<file path="src/rtl/udr_pkg.sv">
`timescale 1ns/1ps
package udr_pkg;

  typedef enum logic [1:0] {
    DET_FRAME_BEGIN = 2'b00,
    DET_FRAME_END   = 2'b01,
    DET_SEL_ASSERT  = 2'b10,
    DET_RESERVED    = 2'b11
  } det_point_e;

  typedef enum logic [1:0] {
    SUB_PATTERN = 2'b00,
    SUB_LAST_RX = 2'b01,
    SUB_LAST_TX = 2'b10,
    SUB_RESERVED = 2'b11
  } sub_policy_e;

  localparam int RST_STAGES = 2;

endpackage

</file>
<file path="src/rtl/udr_rst_sync.sv">
`timescale 1ns/1ps
module udr_rst_sync import udr_pkg::*; (
  input  logic clk,
  input  logic arst_n,
  output logic rst_q
);
  logic [RST_STAGES-1:0] pipe_q;
  logic [RST_STAGES-1:0] pipe_d;

  always_comb begin
    pipe_d = {pipe_q[RST_STAGES-2:0], 1'b1};
  end

  always_ff @(posedge clk or negedge arst_n) begin
    if (!arst_n) pipe_q <= '0;
    else         pipe_q <= pipe_d;
  end

  assign rst_q = pipe_q[RST_STAGES-1];
endmodule

</file>
<file path="src/rtl/udr_sel_edge.sv">
`timescale 1ns/1ps
module udr_sel_edge (
  input  logic clk,
  input  logic rst_n,
  input  logic ss_level,
  input  logic act_high,
  output logic sel_active,
  output logic sel_rise
);
  logic act_q;
  logic act_d;

  always_comb begin
    sel_active = act_high ? ss_level : ~ss_level;
    act_d      = sel_active;
    sel_rise   = sel_active & ~act_q;
  end

  always_ff @(posedge clk or negedge rst_n) begin
    if (!rst_n) act_q <= 1'b0;
    else        act_q <= act_d;
  end
endmodule

</file>
<file path="src/rtl/udr_detect.sv">
`timescale 1ns/1ps
module udr_detect import udr_pkg::*; (
  input  logic       clk,
  input  logic       rst_n,
  input  logic [1:0] det_sel,
  input  logic       frame_start,
  input  logic       frame_end,
  input  logic       buf_empty,
  input  logic       sel_active,
  input  logic       sel_rise,
  output logic       udr_event,
  output logic       use_sub
);
  det_point_e mode;
  logic       arm_q;
  logic       arm_d;
  logic       arm_en;
  logic       defers;

  always_comb begin
    mode = det_point_e'(det_sel);
    unique case (mode)
      DET_FRAME_END:  udr_event = frame_end & buf_empty;
      DET_SEL_ASSERT: udr_event = sel_rise & buf_empty;
      default:        udr_event = frame_start & buf_empty;
    endcase
    // a deferred event applies to the next frame, except when a frame
    // starts together with the select edge and consumes it at once
    defers  = (mode == DET_FRAME_END) |
              ((mode == DET_SEL_ASSERT) & ~frame_start);
    use_sub = frame_start & (arm_q | buf_empty);

    arm_d = arm_q;
    if (frame_start)         arm_d = 1'b0;
    if (udr_event && defers) arm_d = 1'b1;
    if (!sel_active)         arm_d = 1'b0;
    arm_en = (arm_d != arm_q);
  end

  always_ff @(posedge clk or negedge rst_n) begin
    if (!rst_n)      arm_q <= 1'b0;
    else if (arm_en) arm_q <= arm_d;
  end
endmodule

</file>
<file path="src/rtl/udr_subst.sv">
`timescale 1ns/1ps
module udr_subst import udr_pkg::*; #(
  parameter int DATA_W = 32
) (
  input  logic [1:0]        sub_sel,
  input  logic [DATA_W-1:0] pattern,
  input  logic [DATA_W-1:0] rx_last,
  input  logic [DATA_W-1:0] tx_last,
  input  logic [DATA_W-1:0] buf_data,
  input  logic              use_sub,
  output logic [DATA_W-1:0] load_data
);
  sub_policy_e         pol;
  logic [DATA_W-1:0]   sub_word;

  always_comb begin
    pol = sub_policy_e'(sub_sel);
    unique case (pol)
      SUB_LAST_RX: sub_word = rx_last;
      SUB_LAST_TX: sub_word = tx_last;
      default:     sub_word = pattern;
    endcase
    load_data = use_sub ? sub_word : buf_data;
  end
endmodule

</file>
<file path="src/rtl/udr_flag.sv">
`timescale 1ns/1ps
module udr_flag (
  input  logic clk,
  input  logic rst_n,
  input  logic set,
  input  logic clr,
  input  logic ie,
  output logic flag,
  output logic irq
);
  logic flag_q;
  logic flag_d;
  logic flag_en;

  always_comb begin
    flag_en = set | clr;
    flag_d  = set;
  end

  always_ff @(posedge clk or negedge rst_n) begin
    if (!rst_n)       flag_q <= 1'b0;
    else if (flag_en) flag_q <= flag_d;
  end

  assign flag = flag_q;
  assign irq  = flag_q & ie;
endmodule

</file>
<file path="src/rtl/spi_tx_underrun_guard.sv">
`timescale 1ns/1ps
module spi_tx_underrun_guard import udr_pkg::*; #(
  parameter int DATA_W = 32
) (
  input  logic              clk,
  input  logic              rst_n,
  input  logic              ss_level,
  input  logic              cfg_ss_act_high,
  input  logic [1:0]        cfg_det_sel,
  input  logic [1:0]        cfg_sub_sel,
  input  logic [DATA_W-1:0] cfg_pattern,
  input  logic              cfg_udr_ie,
  input  logic              udr_clr,
  input  logic              frame_start,
  input  logic              frame_end,
  input  logic              buf_empty,
  input  logic [DATA_W-1:0] buf_data,
  input  logic [DATA_W-1:0] rx_last,
  input  logic [DATA_W-1:0] tx_last,
  output logic [DATA_W-1:0] load_data,
  output logic              load_sub,
  output logic              buf_pop,
  output logic              udr_flag,
  output logic              err_irq
);
  logic rst_q;
  logic sel_active;
  logic sel_rise;
  logic udr_event;
  logic use_sub;

  udr_rst_sync u_rst (
    .clk    (clk),
    .arst_n (rst_n),
    .rst_q  (rst_q)
  );

  udr_sel_edge u_sel (
    .clk        (clk),
    .rst_n      (rst_q),
    .ss_level   (ss_level),
    .act_high   (cfg_ss_act_high),
    .sel_active (sel_active),
    .sel_rise   (sel_rise)
  );

  udr_detect u_det (
    .clk         (clk),
    .rst_n       (rst_q),
    .det_sel     (cfg_det_sel),
    .frame_start (frame_start),
    .frame_end   (frame_end),
    .buf_empty   (buf_empty),
    .sel_active  (sel_active),
    .sel_rise    (sel_rise),
    .udr_event   (udr_event),
    .use_sub     (use_sub)
  );

  udr_subst #(.DATA_W(DATA_W)) u_sub (
    .sub_sel   (cfg_sub_sel),
    .pattern   (cfg_pattern),
    .rx_last   (rx_last),
    .tx_last   (tx_last),
    .buf_data  (buf_data),
    .use_sub   (use_sub),
    .load_data (load_data)
  );

  udr_flag u_flag (
    .clk   (clk),
    .rst_n (rst_q),
    .set   (udr_event),
    .clr   (udr_clr),
    .ie    (cfg_udr_ie),
    .flag  (udr_flag),
    .irq   (err_irq)
  );

  assign load_sub = use_sub;
  assign buf_pop  = frame_start & ~use_sub;
endmodule

</file>
<file path="config.mk">
export PLATFORM = sky130hd
export DESIGN_NAME = spi_tx_underrun_guard
export DESIGN_NICKNAME = d
export VERILOG_FILES = /design/src/rtl/udr_pkg.sv /design/src/rtl/udr_rst_sync.sv /design/src/rtl/udr_sel_edge.sv /design/src/rtl/udr_detect.sv /design/src/rtl/udr_subst.sv /design/src/rtl/udr_flag.sv /design/src/rtl/spi_tx_underrun_guard.sv
export SDC_FILE = /design/constraint.sdc
export NUM_CORES = 1
export LEC_CHECK = 0
export ABC_AREA = 1
export BUFFER_PORTS_ARGS = -buffer_cell sky130_fd_sc_hd__buf_2
export CAP_MARGIN = 20
export CORE_UTILIZATION = 33
export CTS_CLUSTER_SIZE = 10
export DETAILED_ROUTE_END_ITERATION = 6
export PLACE_DENSITY = 0.79
export SYNTH_ARGS = -nofsm -noshare
export SYNTH_HDL_FRONTEND = slang
export SYNTH_HIERARCHICAL = 1
export SYNTH_SLANG_ARGS = --single-unit
export TNS_END_PERCENT = 1
</file>
<file path="constraint.sdc">
create_clock -name clk -period 1.35 [get_ports clk]
set_input_delay 0.27 -clock clk [delete_from_list [all_inputs] [get_ports clk]]
set_output_delay 0.27 -clock clk [all_outputs]
set_load 0.01 [all_outputs]
</file>
Yosys cells after proc, flatten, opt, wreduce, memory -nomap -nowiden
Index checks and enable logic that the tools add are counted.
{"block": "op_classes", "bitwise": 15, "n_reduce_logical": 1, "n_mux": 7, "eq_ne": 5}
{"operator": "case mux 32 bit (2 select lines)", "n": 1}
{"operator": "2-to-1 mux 32 bit", "n": 1}
{"operator": "AND 1 bit", "n": 8}
{"operator": "== test 2 x 1 -> 1 bit (second input constant)", "n": 2}
{"operator": "== test 2 bit (second input constant)", "n": 2}
{"operator": "2-to-1 mux 1 bit", "n": 4}
{"operator": "inverter 1 bit", "n": 4}
{"operator": "OR 1 bit", "n": 3}
{"operator": "case mux 1 bit (2 select lines)", "n": 1}
{"operator": "logical AND 1 bit", "n": 1}
{"operator": "inequality test 1 bit", "n": 1}
{"block": "totals", "elab_cells": 32, "out_inout_bits": 36, "regBits": 5}

Logic depth before layout (Yosys ltp)
{"block": "logic_depth", "word_depth": 9, "ltp_mapped": 9, "mapped_depth_nobuf": 9}

Hierarchy
Netlist, hierarchy kept.
{"module": "udr_subst", "instances": 1, "cells_each": 281, "area_each_um2": 1405.1, "seq_area_each_um2": 0.0}
{"module": "udr_detect", "instances": 1, "cells_each": 22, "area_each_um2": 137.6, "seq_area_each_um2": 25.0}
{"module": "udr_sel_edge", "instances": 1, "cells_each": 8, "area_each_um2": 56.3, "seq_area_each_um2": 25.0}
{"module": "udr_rst_sync", "instances": 1, "cells_each": 3, "area_each_um2": 53.8, "seq_area_each_um2": 50.0}
{"module": "udr_flag", "instances": 1, "cells_each": 7, "area_each_um2": 47.5, "seq_area_each_um2": 25.0}
{"module": "spi_tx_underrun_guard", "instances": 1, "cells_each": 2, "area_each_um2": 10.0, "seq_area_each_um2": 0.0}

Worst setup path before layout
Ideal clock, no wire load.
{"block": "synth_path", "kind": "reg-to-output", "start": "register u_det.arm_q", "end": "output port load_data[23]", "required_ns": 1.080, "path_stages_with_launch": 8, "arrival_ns": 1.190, "setup_slack_ns": -0.110, "cell_sequence": "dfrtp_1 > nor2_1 > nor2_1 > inv_2 > buf_2 > a21oi_1 > nand2_1 > nand2_1"}
{"block": "synth_via", "elab_chain_cells": 3}
{"element": "start: declaration", "line_no": "udr_detect.sv:15", "rtl": "logic arm_q;"}
{"element": "start signal: assignment", "line_no": "udr_detect.sv:42", "rtl": "else if (arm_en) arm_q <= arm_d;"}
{"element": "OR 1 bit", "line_no": "udr_detect.sv:31", "rtl": "use_sub = frame_start & (arm_q | buf_empty);"}
{"element": "AND 1 bit", "line_no": "udr_detect.sv:31"}
{"element": "via load_sub", "line_no": "spi_tx_underrun_guard.sv:21", "rtl": "output logic load_sub,"}
{"element": "2-to-1 mux 32 bit", "line_no": "udr_subst.sv:23", "rtl": "load_data = use_sub ? sub_word : buf_data;"}
{"element": "end: declaration", "line_no": "spi_tx_underrun_guard.sv:20", "rtl": "output logic [DATA_W-1:0] load_data,"}
The timed path passes the listed nets, and every way through them passes these cells.

Final worst setup path
{"block": "layout_path", "start": "register u_det.arm_q", "end": "output port load_data[8]"}
{"block": "layout_via", "elab_chain_cells": 3}
{"element": "OR 1 bit", "line_no": "udr_detect.sv:31"}
{"element": "AND 1 bit", "line_no": "udr_detect.sv:31"}
{"element": "2-to-1 mux 32 bit", "line_no": "udr_subst.sv:23"}
Every way passes these cells.

==> impl_metrics.env <==
export IMPL_antenna_found_initial=0
export IMPL_fillCellCount=446
export IMPL_leakagePower_nw=1.82
export IMPL_wl_mm=6.35
export IMPL_rsz0062_at_grt="true"
export IMPL_grt_pass1_vias=2213
export IMPL_layout_common_cells="buf_2 (164), nand2_1 (140), inv_1 (47)"
export IMPL_finalSetupViolCount=32
export IMPL_status="complete, but fails checks"
export IMPL_period_needed_ps=1670
export IMPL_slew_viol_final=0
export IMPL_die_area_um2=5480
export IMPL_ant_nets=0
export IMPL_cts_root_buffer="clkbuf_8"
export IMPL_die_w_um=74.0
export IMPL_skew_ps=2.39
export IMPL_final_common_cell="buf_2"
export IMPL_crit_type="flip-flop to primary output"
export IMPL_dp_hpwl_mm=4.94
export IMPL_io_buffers=176
export IMPL_peakVddDrop_mv=0.676
export IMPL_clkLatencyLatePin_ps=220
export IMPL_route_vias_total=2542
export IMPL_violations="setup timing"
export IMPL_place_congestion=0.857
export IMPL_grt_overflow=0
export IMPL_ys_seq_area_share_pct=7.32
export IMPL_cp_end_kind="primary output"
export IMPL_ios=177
export IMPL_syn_area_um2=1710
export IMPL_synth_area_leaders="nand2_1 (37%), nand3_2 (18%), inv_1 (10%)"
export IMPL_final_cells=566
export IMPL_final_core_utilization_pct=60.5
export IMPL_route_detailed_drc=0
export IMPL_core_area_um2=4850
export IMPL_hold_ws_ps=35.2
export IMPL_critPathMaxFanout=30
export IMPL_placed_cells=561
export IMPL_cts_num_sinks=5
export IMPL_hold_path_class="flip-flop to async pin"
export IMPL_die_y_um=74.0
export IMPL_critPathArrivalTime_ps=1400
export IMPL_power_density_nw_per_um2=508
export IMPL_clk_pin_slew_ps=40
export IMPL_grtUsageTotal_pct=20.2
export IMPL_numCtsBuffers=3
export IMPL_ys_warn_count=6
export IMPL_cts_buffer_depth=2
export IMPL_max_freq_mhz=599
export IMPL_timing_setup_tns_ps=-9180
export IMPL_first_pass_iters=4
export IMPL_grt_pass1_wl_mm=8.85
export IMPL_worst_slack_ps=-319
export IMPL_initial_core_util_pct=35.3
export IMPL_drt_initial_drc_count=43
export IMPL_area_growth_pct=71.5
export IMPL_syn_inst=323
export IMPL_yosys_area_top_type_share_pct=37.3
export IMPL_finalNetCount=645
export IMPL_synth_area_leader_cell="nand2_1"
export IMPL_via_per_inst=4.49
export IMPL_antenna_cells=0
export IMPL_synth_cell_type_count=18
export IMPL_finalHoldViolCount=0
export IMPL_p_total_mw=1.49
export IMPL_cap_violations=0
export IMPL_cts_tree="done"
export IMPL_grt_max_degree=35
export IMPL_wl_per_cell_um=11.2
export IMPL_placementRows=25
export IMPL_postCtsSetupBuffers=0
export IMPL_start_kind="flip-flop"
export IMPL_finalCritPeriodShare_pct=124
export IMPL_synth_seq_cells=5
export IMPL_layout_drive_gt1_share_pct=55.9
export IMPL_avgSynthCellArea_um2=5.30
export IMPL_htree_num_levels=1
export IMPL_synth_nets=468
export IMPL_crit_required_ps=1080
[metal layers]
| layer | part of all wire [%] | GRT usage [%] | up-vias |
|---|---|---|---|
| met4 | 0.91 | 4.27 | 0 |
| met5 | 0 | 0 | - |
| met2 | 54 | 42.3 | 95 |
| met3 | 5.6 | 1.90 | 6 |
| met1 | 39 | 21.2 | 1122 |
| li1 | - | - | 1319 |
[synth_stat cells]
library cell and n:
ha_1 4, buf_6 7, nand2_2 1, inv_2 2, nand2_1 170, conb_1 1, nand3_2 30, a21oi_1 32
nor2_2 2, a21oi_2 2, and2_2 1, buf_8 3, buf_2 9, dfrtp_1 5, inv_1 47, nor2_1 2
inv_6 1, nand3_1 4
[critical path: stages, from the launching register on]
cell,delay (ps)
dfrtp_1,360
nor2_2,50
nor2_2,120
inv_2,80
buf_12,170
a21oi_2,130
nand2_1,90
nand2_2,70
buf_6,100
[metrics by stage]
step	setup WS [ps]	area [µm²]
floorplan	-27.0	1790
global placement	-319	2740
detailed placement	-324	2740
CTS	-315	2830
global route	-383	2930
finish	-319	2930
[final cells by class]
type,instances,area [µm²],area share [%]
clock buffers,4,45.0,1.54
inverters,50,193,6.57
multi-input cells,249,1360,46.3
flip-flops and latches,5,125,4.26
well taps,67,83.8,2.86
repair buffers,191,1130,38.5
[kinds of logic after synthesis]
logic type | count (synthesis) | synth area share, %
flip-flops | 5 | 7.32
AO/OA/AOI/OAI | 34 | 10.4
adder cells (fa/ha/maj) | 4 | 2.93
other | 1 | 0.219
buffers and inverters | 69 | 21.1
AND/OR/NAND/NOR | 210 | 58.0
[flip-flops by register name, summed over array words and instances (netlist names)]
register and cells:
u_rst/pipe_q 2, u_flag/flag 1, u_sel/act_q 1, u_det/arm_q 1
[power breakdown]
group | total [mW] | internal [mW] | leakage (nW) | switching [mW]
clock network | 0.273 | 0.202 | 0.0228 | 0.0708
registers | 0.168 | 0.162 | 0.0607 | 0.00643
logic | 1.05 | 0.513 | 1.74 | 0.536
[path summary, 6_finish.rpt]
path | cells after the start | slack, ps | from | end
worst max-delay path | 8 | -320 | u_det/arm_q | load_data[8]
worst min-delay path | 0 | 40 | u_rst/pipe_q[1] | u_det/arm_q
worst max register to register | 6 | 450 | u_sel/act_q | u_flag/flag
worst min register to register | 0 | 40 | u_rst/pipe_q[1] | u_det/arm_q
max in group asynchronous | 2 | 890 | rst_n | u_rst/pipe_q[0]
min in group clk | 4 | 280 | udr_clr | u_flag/flag
[repair_timing]
item,4_1_cts,5_1_grt
resized for setup,7,23
pin swaps,2,2
hold endpoints to repair,2,0
hold buffers,1,0
setup endpoints to repair,33,34
Note: power is estimated with default switching activity, not from simulation.
